==> src/rtl/lps_pkg.sv <==
package lps_pkg;

    typedef enum logic [1:0] {
        PS_NORMAL    = 2'b00,
        PS_HALT      = 2'b01,
        PS_STOPGRANT = 2'b10,
        PS_SLEEP     = 2'b11
    } pstate_e;

    // Clocks stopped: a deferred event must stay hidden in these states.
    function automatic logic is_quiesced(pstate_e s);
        return (s == PS_STOPGRANT) || (s == PS_SLEEP);
    endfunction

    // States that Stop-Grant may return to.
    function automatic logic is_running(pstate_e s);
        return (s == PS_NORMAL) || (s == PS_HALT);
    endfunction

endpackage

==> src/rtl/lps_state_seq.sv <==
module lps_state_seq
    import lps_pkg::*;
#(
    parameter int THREADS = 2
) (
    input  logic               clk,
    input  logic               rst,
    input  logic [THREADS-1:0] halt_req,
    input  logic               wake_evt,
    input  logic               stpclk_req,
    input  logic               sleep_req,
    output pstate_e            state_o
);

    pstate_e state_q, state_d;
    pstate_e ret_q, ret_d;
    logic    all_halted;

    assign all_halted = &halt_req;

    always_comb begin
        state_d = state_q;
        ret_d   = ret_q;
        unique case (state_q)
            PS_NORMAL: begin
                if (stpclk_req) begin
                    state_d = PS_STOPGRANT;
                    ret_d   = PS_NORMAL;
                end else if (all_halted) begin
                    state_d = PS_HALT;
                end
            end
            PS_HALT: begin
                if (stpclk_req) begin
                    state_d = PS_STOPGRANT;
                    ret_d   = PS_HALT;
                end else if (wake_evt || !all_halted) begin
                    state_d = PS_NORMAL;
                end
            end
            PS_STOPGRANT: begin
                if (!stpclk_req) begin
                    state_d = ret_q;
                end else if (sleep_req) begin
                    state_d = PS_SLEEP;
                end
            end
            PS_SLEEP: begin
                if (!sleep_req) begin
                    state_d = PS_STOPGRANT;
                end
            end
            default: state_d = PS_NORMAL;
        endcase
    end

    always_ff @(posedge clk) begin
        if (rst) begin
            state_q <= PS_NORMAL;
            ret_q   <= PS_NORMAL;
        end else begin
            state_q <= state_d;
            ret_q   <= ret_d;
        end
    end

    assign state_o = state_q;

    // an incomplete halt mask never leads out of Normal into HALT
    p_partial_stays_r2: assert property (@(posedge clk) disable iff (rst)
        (state_q == PS_NORMAL && !stpclk_req && !(&halt_req)) |=> (state_q == PS_NORMAL))
        else $error("R2 violated");

    // stop-clock request from a running state reaches Stop-Grant
    p_stpclk_entry_r4: assert property (@(posedge clk) disable iff (rst)
        (is_running(state_q) && stpclk_req) |=> (state_q == PS_STOPGRANT))
        else $error("R4 violated");

    // Sleep is entered only from Stop-Grant
    p_sleep_only_from_sg_r7: assert property (@(posedge clk) disable iff (rst)
        (state_q != PS_SLEEP && state_q != PS_STOPGRANT) |=> (state_q != PS_SLEEP))
        else $error("R7 entry violated");

    // releasing sleep returns to Stop-Grant
    p_sleep_release_r7: assert property (@(posedge clk) disable iff (rst)
        (state_q == PS_SLEEP && !sleep_req) |=> (state_q == PS_STOPGRANT))
        else $error("R7 release violated");

endmodule

==> src/rtl/lps_init_latch.sv <==
module lps_init_latch
    import lps_pkg::*;
(
    input  logic    clk,
    input  logic    rst,
    input  pstate_e state_i,
    input  logic    binit_evt,
    output logic    pend_o
);

    logic latch_q;

    always_ff @(posedge clk) begin
        if (rst) begin
            latch_q <= 1'b0;
        end else if (binit_evt && state_i == PS_STOPGRANT) begin
            latch_q <= 1'b1;
        end
    end

    assign pend_o = latch_q && !is_quiesced(state_i);

    // an event seen during Stop-Grant is captured
    p_binit_capture_r6: assert property (@(posedge clk) disable iff (rst)
        (state_i == PS_STOPGRANT && binit_evt) |=> latch_q)
        else $error("R6 capture violated");

    // once captured, the event is held until reset
    p_binit_hold_r6: assert property (@(posedge clk) disable iff (rst)
        latch_q |=> latch_q)
        else $error("R6 hold violated");

endmodule

==> src/rtl/lps_sleep_guard.sv <==
module lps_sleep_guard
    import lps_pkg::*;
#(
    parameter int WATCH_W = 5
) (
    input  logic               clk,
    input  logic               rst,
    input  pstate_e            state_i,
    input  logic [WATCH_W-1:0] watch_i,
    output logic               viol_o
);

    logic [WATCH_W-1:0] snap_q;
    logic               viol_q;
    logic               moved;

    assign moved = (watch_i != snap_q);

    always_ff @(posedge clk) begin
        snap_q <= watch_i;
        if (rst) begin
            viol_q <= 1'b0;
        end else if (state_i == PS_SLEEP && moved) begin
            viol_q <= 1'b1;
        end
    end

    assign viol_o = viol_q;

    // the violation flag is sticky until reset
    p_viol_sticky_r8: assert property (@(posedge clk) disable iff (rst)
        viol_q |=> viol_q)
        else $error("R8 violated");

endmodule

==> src/rtl/lps_cfg_hold.sv <==
module lps_cfg_hold #(
    parameter int CFG_W = 4
) (
    input  logic             clk,
    input  logic             rst,
    input  logic [CFG_W-1:0] cfg_in,
    output logic [CFG_W-1:0] cfg_o
);

    logic [CFG_W-1:0] cfg_r;

    always_ff @(posedge clk) begin
        if (rst) begin
            cfg_r <= cfg_in;
        end
    end

    assign cfg_o = cfg_r;

    // straps stay frozen outside reset
    p_cfg_hold_r10: assert property (@(posedge clk) disable iff (rst)
        !rst |=> $stable(cfg_r))
        else $error("R10 violated");

endmodule

==> src/rtl/lps_ctrl.sv <==
module lps_ctrl
    import lps_pkg::*;
#(
    parameter int THREADS = 2,
    parameter int CFG_W   = 4
) (
    input  logic               clk,
    input  logic               rst,
    input  logic [THREADS-1:0] halt_req,
    input  logic               wake_evt,
    input  logic               stpclk_req,
    input  logic               sleep_req,
    input  logic               binit_evt,
    input  logic               fp_err,
    input  logic               brk_evt,
    input  logic [CFG_W-1:0]   cfg_in,
    output logic [1:0]         state_o,
    output logic               snoop_en,
    output logic               binit_pend,
    output logic               err_pbe,
    output logic               proto_viol,
    output logic [CFG_W-1:0]   cfg_q
);

    localparam int WATCH_W = THREADS + 3;

    pstate_e            cur_state;
    logic [WATCH_W-1:0] watch_vec;

    lps_state_seq #(.THREADS(THREADS)) u_seq (
        .clk        (clk),
        .rst        (rst),
        .halt_req   (halt_req),
        .wake_evt   (wake_evt),
        .stpclk_req (stpclk_req),
        .sleep_req  (sleep_req),
        .state_o    (cur_state)
    );

    lps_init_latch u_binit (
        .clk       (clk),
        .rst       (rst),
        .state_i   (cur_state),
        .binit_evt (binit_evt),
        .pend_o    (binit_pend)
    );

    assign watch_vec = {halt_req, wake_evt, stpclk_req, binit_evt};

    lps_sleep_guard #(.WATCH_W(WATCH_W)) u_guard (
        .clk     (clk),
        .rst     (rst),
        .state_i (cur_state),
        .watch_i (watch_vec),
        .viol_o  (proto_viol)
    );

    lps_cfg_hold #(.CFG_W(CFG_W)) u_cfg (
        .clk    (clk),
        .rst    (rst),
        .cfg_in (cfg_in),
        .cfg_o  (cfg_q)
    );

    assign state_o  = cur_state;
    assign snoop_en = (cur_state != PS_SLEEP);
    assign err_pbe  = stpclk_req ? brk_evt : fp_err;

    // leaving Stop-Grant always lands in a running state
    p_sg_exit_r5: assert property (@(posedge clk) disable iff (rst)
        (cur_state == PS_STOPGRANT && !stpclk_req) |=> is_running(cur_state))
        else $error("R5 violated");

endmodule

==> config.mk <==
export PLATFORM = sky130hd
export DESIGN_NAME = lps_ctrl
export DESIGN_NICKNAME = d
export VERILOG_FILES = /design/src/rtl/lps_pkg.sv /design/src/rtl/lps_state_seq.sv /design/src/rtl/lps_init_latch.sv /design/src/rtl/lps_sleep_guard.sv /design/src/rtl/lps_cfg_hold.sv /design/src/rtl/lps_ctrl.sv
export SDC_FILE = /design/constraint.sdc
export NUM_CORES = 1
export LEC_CHECK = 0
export ABC_AREA = 1
export ABC_CLOCK_PERIOD_IN_PS = 900
export BUFFER_PORTS_ARGS = -buffer_cell sky130_fd_sc_hd__buf_2
export CORE_UTILIZATION = 40
export CTS_BUF_LIST = sky130_fd_sc_hd__clkbuf_8 sky130_fd_sc_hd__clkbuf_16
export CTS_CLUSTER_SIZE = 12
export DETAILED_ROUTE_END_ITERATION = 6
export GPL_TIMING_DRIVEN = 0
export PLACE_DENSITY = 0.71
export SYNTH_ARGS = -nofsm -noshare
export SYNTH_HDL_FRONTEND = slang
export SYNTH_SLANG_ARGS = --single-unit
==> constraint.sdc <==
create_clock -name clk -period 0.9 [get_ports clk]
set_input_delay 0.09 -clock clk [delete_from_list [all_inputs] [get_ports clk]]
set_output_delay 0.09 -clock clk [all_outputs]
set_load 0.01 [all_outputs]
Word-level counts from Yosys, hierarchy flattened
Index checks and enable logic that the tools add are counted.
{ "word_totals": {"input_bits": 14, "wordCells": 41, "ff_bits": 15} }
{ "classes": {"muxes": 12, "n_reduce_logical": 12, "n_eq_ne": 11} }
{ "op_table": {"columns": ["op", "n"], "rows": [
  ["2-to-1 mux 2 bit", 9],
  ["inequality test 2 bit, second input constant", 4],
  ["case mux 2 bit (4 select lines)", 1],
  ["inequality test 3 x 2 -> 1 bit, second input constant", 2],
  ["inequality test 5 bit", 1],
  ["equality test 2 bit, second input constant", 2],
  ["case mux 2 bit (2 select lines)", 1],
  ["AND reduction 4 bit", 1],
  ["logical AND 1 bit", 3],
  ["inequality test 3 bit, second input constant", 1],
  ["AND reduction 3 bit", 1],
  ["equality test 2 x 1 -> 1 bit, second input constant", 1],
  ["logical NOT 1 bit", 2],
  ["logical NOT 2 bit", 1],
  ["logical OR 1 bit", 2],
  ["AND reduction 2 bit", 1],
  ["nonzero test 2 bit", 1],
  ["2-to-1 mux 1 bit", 1]
]} }

Logic depth before layout (Yosys ltp)
{ "depth": {"word_depth": 6, "ltp_mapped": 9, "ltp_nobuf": 9} }

Modules after synthesis
From an unflattened synthesis, not the netlist that was laid out.
{ "unflattened": {"hier_cells": 85, "area_unflattened_um2": 626.9} }
{ "modules_own_cells": {"columns": ["mod", "n_inst", "area_per_inst_um2", "seq_area_each_um2", "cells_each"], "rows": [
  ["lps_sleep_guard", 1, 239.0, 120.1, 34],
  ["lps_state_seq", 1, 203.9, 60.1, 36],
  ["lps_cfg_hold", 1, 120.1, 120.1, 4],
  ["lps_init_latch", 1, 45.0, 20.0, 6],
  ["lps_ctrl", 1, 18.8, 0.0, 5]
]} }

Worst setup path after synthesis
OpenSTA, ideal clock, no wires.
{ "synth_timing": {"path_kind": "register to register", "startpoint": "register u_seq.state_q[1] (netlist: u_seq.state_o[1])", "endpoint": "register u_seq.state_q[0] (netlist: u_seq.state_o[0])", "path_buffers": 0, "path_stages_with_launch": 10, "period_less_slack_ns": 1.092, "arrival_time_ns": 0.982, "slack_ns": -0.192, "path_cell_list": "dfxtp_1 > nand2_2 > inv_2 > nand2_2 > o21ai_2 > nor2_2 > nand2_1 > nand2_1 > inv_1 > nor2_2"} }
{ "synth_between": {"elab_chain_cells": 3, "word_cells_on_any_way": 10, "cone_classes": "eq/ne (7); mux (1); reduce/logical (2)"} }
{ "synth_rtl": {"columns": ["item", "line", "text"], "rows": [
  ["from (decl)", "lps_state_seq.sv:15", "pstate_e state_q, state_d;"],
  ["from (signal assigned)", "lps_state_seq.sv:62", "state_q <= state_d;"],
  ["equality test 2 bit, or another cell as far along", "lps_state_seq.sv:24", "unique case (state_q)"],
  ["inequality test 3 bit (no source line), or another cell as far along", null, null],
  ["AND reduction 4 bit (no source line)", null, null]
]} }
Parallel ways exist; a longest one is shown, timed or not.
A chain may end at the register's enable or synchronous reset.

Worst setup path after layout
Ends and elaborated chain as after synthesis.

==> key figures <==
Outcome
  – Status: complete, but fails checks
  – Failing checks: setup timing

Routing
  – Antenna-violating nets left: 0
  – Detailed-route DRC error count: 0
  – DR pass1 iterations: 4
  – Vias/cell: about 4.8
  – Average wire per standard cell: ~11 um
  – Final WL: 1290 um
  – Initial drt markers: 16
  – DR vias: between 500 and 600

STA
  – RSZ-0062 raised after global routing: true
  – Final Hold Vio Count: 0
  – Max Fclk: around 950 MHz
  – Post-route setup slack: -157 ps
  – Min Hold Slack: ~2.4 ps
  – Setup TNS: -196 ps
  – Fin. max-slew vios: 0
  – Final setup fails: 3
  – Min Tclk post-route: between 1000 and 1500 ps
  – Crit share post-route: 117%
  – Actual slew at the worst max-slew pin: 220 ps
  – Final setup skew: around 2.2 ps
  – Slew HR: a little under nine tenths

Pwr
  – Logic pwr share: roughly 15%
  – Pwr Total: roughly 1.5 mW
  – Pwr/cell area: approximately 1700 mW/mm^2
  – Sw power: 0.359 mW
  – Pint: 1.09 mW
  – Seq pwr share: around half
  – Clk network pwr share: about a third
  – Leakage power: around 0.44 nW
  – Sw Share: 24.7%
  – VDD IR max: 1.28 mV

Layout
  – Syn-to-layout area delta: 37.0%
  – Post-Layout Cell Count: 121
  – Post-route cell area: 830 um^2
  – Multi-input logic area: 230 um^2
  – Final cell utilization of the core: 61.4%
  – Flip-flop and latch area: roughly 330 um^2
  – Final nets: around 120
  – Ant diodes: 0
  – Share of cells above drive strength 1: between 40% and 50%
  – # fillers: approximately 120

Worst setup path
  – Worst reg2reg path depth: 9
  – Critical Path Fanout Max: 7
  – Worst R2R End: u_seq.state_o[0]$_SDFFE_PP0P_
  – R2r setup slk: -160 ps
  – Critical path class: register to register
  – CP required: 1080 ps
  – CP Launch Type: register
  – Arr. time, crit path: 1230 ps
  – Worst reg2reg path startpoint: u_seq.state_o[1]$_SDFFE_PP0P_
  – Worst Setup End Kind: register

CTS
  – Clk_lat worst skew: ~240 ps
  – Clock slew at reported path FFs: 60 ps
  – Bufs on Longest Clock Path: 2
  – TritonCTS Buffers: 3
  – Clock Sinks: 14
  – Depth of the CTS H-tree: 1
  – TritonCTS clock tree: yes
  – Clk root buf: clkbuf_8
  – Setup bufs post-CTS: 0

Synth
  – EDFF count, synth: 4
  – Synth top area share: approximately a third
  – Sequential area share after synthesis: a little over half
  – Yosys reg bits: 14
  – Most frequent cell after synthesis: nand2_1
  – Mean post-synth cell area: 7.86 um^2
  – Synth unique cells: 15
  – Syn nets: ~90
  – Largest cells by area after synthesis: dfxtp_1, edfxtp_1, nand2_1
  – Yosys warns: 0
  – Synth cell count leaders: nand2_1, inv_1, dfxtp_1, nor2_1
  – Cell area after synthesis: 606 um^2
  – Synth Instances: 77
  – Leading area contributor after synthesis: dfxtp_1
  – Synth Flop Type: dfxtp_1
  – Ys async rst share: 0%

Flow run
  – Total of max-cap violations: 0

Worst hold path
  – Hold Crit Start: halt_req[0]
  – Hold endpoint: u_guard.snap_q[3]$_DFF_P_
  – Hold Path Class: input pin to register
  – Hold Path Cell Cnt: 1

Placed design
  – DP Worst Slack: -124 ps
  – Port bufs: 23
  – Final GP Congestion: between 0.8 and 0.9
  – Post-Place Cell Area: 752 um^2
  – Cell count after placement: 115
  – DP HPWL: around 950 um

Die
  – Die ar.: between 0.0015 and 0.002 mm^2
  – Core ar.: 0.00135 mm^2
  – Placement Rows: 13
  – Die H: ~41 um
  – Die Wd: about 40 um
  – I/O pin count: 24
  – Starting Density: 44.9%

GRT
  – Largest net degree at the start of global routing: 10
  – Grt ovf: 0
  – First-pass GRT wire length: slightly above 2000 um
  – Initial antenna violation count: 0
  – GR Util All Layers: between 10% and 20%
  – Vias in the first global route: ~540
==> per-layer routing <==
metal | GRT usage [%] | vias to the layer above | part of all wire (%)
li1 | - | 291 | -
met1 | 20.1 | 255 | 40
met2 | 35.2 | 28 | 50
met3 | 4.89 | 4 | 7.8
met4 | 14.2 | 0 | 2.6
met5 | 0 | - | 0
==> cell usage in the layout (no fill, tap or decap) <==
| cell | netlist | layout |
|---|---|---|
| buf_2 | 0 | 23 |
| dfxtp_1 | 10 | 4 |
| nand2_1 | 20 | 19 |
| nand2_4 | 0 | 1 |
| nor2_1 | 9 | 9 |
| a21oi_1 | 4 | 4 |
| dfxtp_2 | 0 | 4 |
| dfxtp_4 | 0 | 2 |
| inv_1 | 11 | 11 |
| nor3_2 | 0 | 1 |
| edfxtp_1 | 4 | 4 |
| xnor2_1 | 1 | 1 |
| clkbuf_8 | 0 | 3 |
| a311oi_1 | 1 | 1 |
| nor2_2 | 2 | 2 |
| nand2_2 | 4 | 4 |
| clkinv_1 | 0 | 1 |
| buf_6 | 1 | 1 |
| dlygate4sd3_1 | 0 | 2 |
| inv_2 | 4 | 4 |
| nand3_1 | 4 | 4 |
| o21ai_2 | 1 | 1 |
==> critical path, stage by stage (launching register included) <==
cell,delay (ps)
dfxtp_4,370
nand2_4,80
inv_2,50
nand2_2,60
o21ai_2,50
nor2_2,130
nand2_1,80
nand2_1,60
inv_1,40
nor2_2,60
==> state kept, by name (all words and copies together) (netlist names) <==
signal           count
u_binit.latch_q      1
u_cfg.cfg_o          4
u_guard.snap_q       5
u_guard.viol_o       1
u_seq.ret_q          1
u_seq.state_o        2
==> cells by family (layout without fill, tap and decap cells) <==
family / count (synthesis) / count (layout) / share of synthesized area (%)
AND/OR/NAND/NOR: 40 / 40 / 28.3
buffers and inverters: 16 / 45 / 11.2
flip-flops: 14 / 14 / 52.9
AO/OA/AOI/OAI: 6 / 6 / 6.20
XOR/XNOR: 1 / 1 / 1.45
==> worst max-delay path by stage <==
stage / to / startpoint / depth (start not counted)
2_1_floorplan: u_seq.state_o[0]$_SDFFE_PP0P_ / u_seq.state_o[1]$_SDFFE_PP0P_ / 9
3_3_place_gp: u_seq.state_o[0]$_SDFFE_PP0P_ / u_seq.state_o[0]$_SDFFE_PP0P_ / 8
3_5_place_dp: u_seq.state_o[0]$_SDFFE_PP0P_ / u_seq.state_o[0]$_SDFFE_PP0P_ / 6
4_1_cts: u_seq.state_o[0]$_SDFFE_PP0P_ / u_seq.state_o[1]$_SDFFE_PP0P_ / 9
5_1_grt: u_seq.state_o[0]$_SDFFE_PP0P_ / u_seq.state_o[1]$_SDFFE_PP0P_ / 9
6_report: u_seq.state_o[0]$_SDFFE_PP0P_ / u_seq.state_o[1]$_SDFFE_PP0P_ / 9
==> cell type report <==
| type | count | share of cell area [%] |
|---|---|---|
| Sequential cell | 14 | 40.1 |
| Multi-Input combinational cell | 47 | 27.8 |
| Timing Repair Buffer | 25 | 16.3 |
| Inverter | 15 | 6.79 |
| Clock buffer | 3 | 4.98 |
| Tap cell | 15 | 2.26 |
| Buffer | 1 | 1.36 |
| Clock inverter | 1 | 0.452 |
==> power groups by stage <==
| stage | Clock [mW] | Combinational [mW] | Sequential [mW] |
|---|---|---|---|
| final | 0.508 | 0.222 | 0.722 |
| after global routing | 0.563 | 0.251 | 0.728 |
| after CTS | 0.518 | 0.220 | 0.720 |
| after detailed placement | 0 | 0.210 | 0.732 |
| after global placement | 0 | 0.201 | 0.730 |
| after floorplan | 0 | 0.108 | 0.743 |
==> what timing repair did <==
action,CTS,global route
resized for setup,1,5
pin swaps,1,0
endpoints found under the hold margin,2,0
hold buffers,2,0
setup endpoints to repair,3,5
cloned,0,0
(Power assumes the default switching activity.)
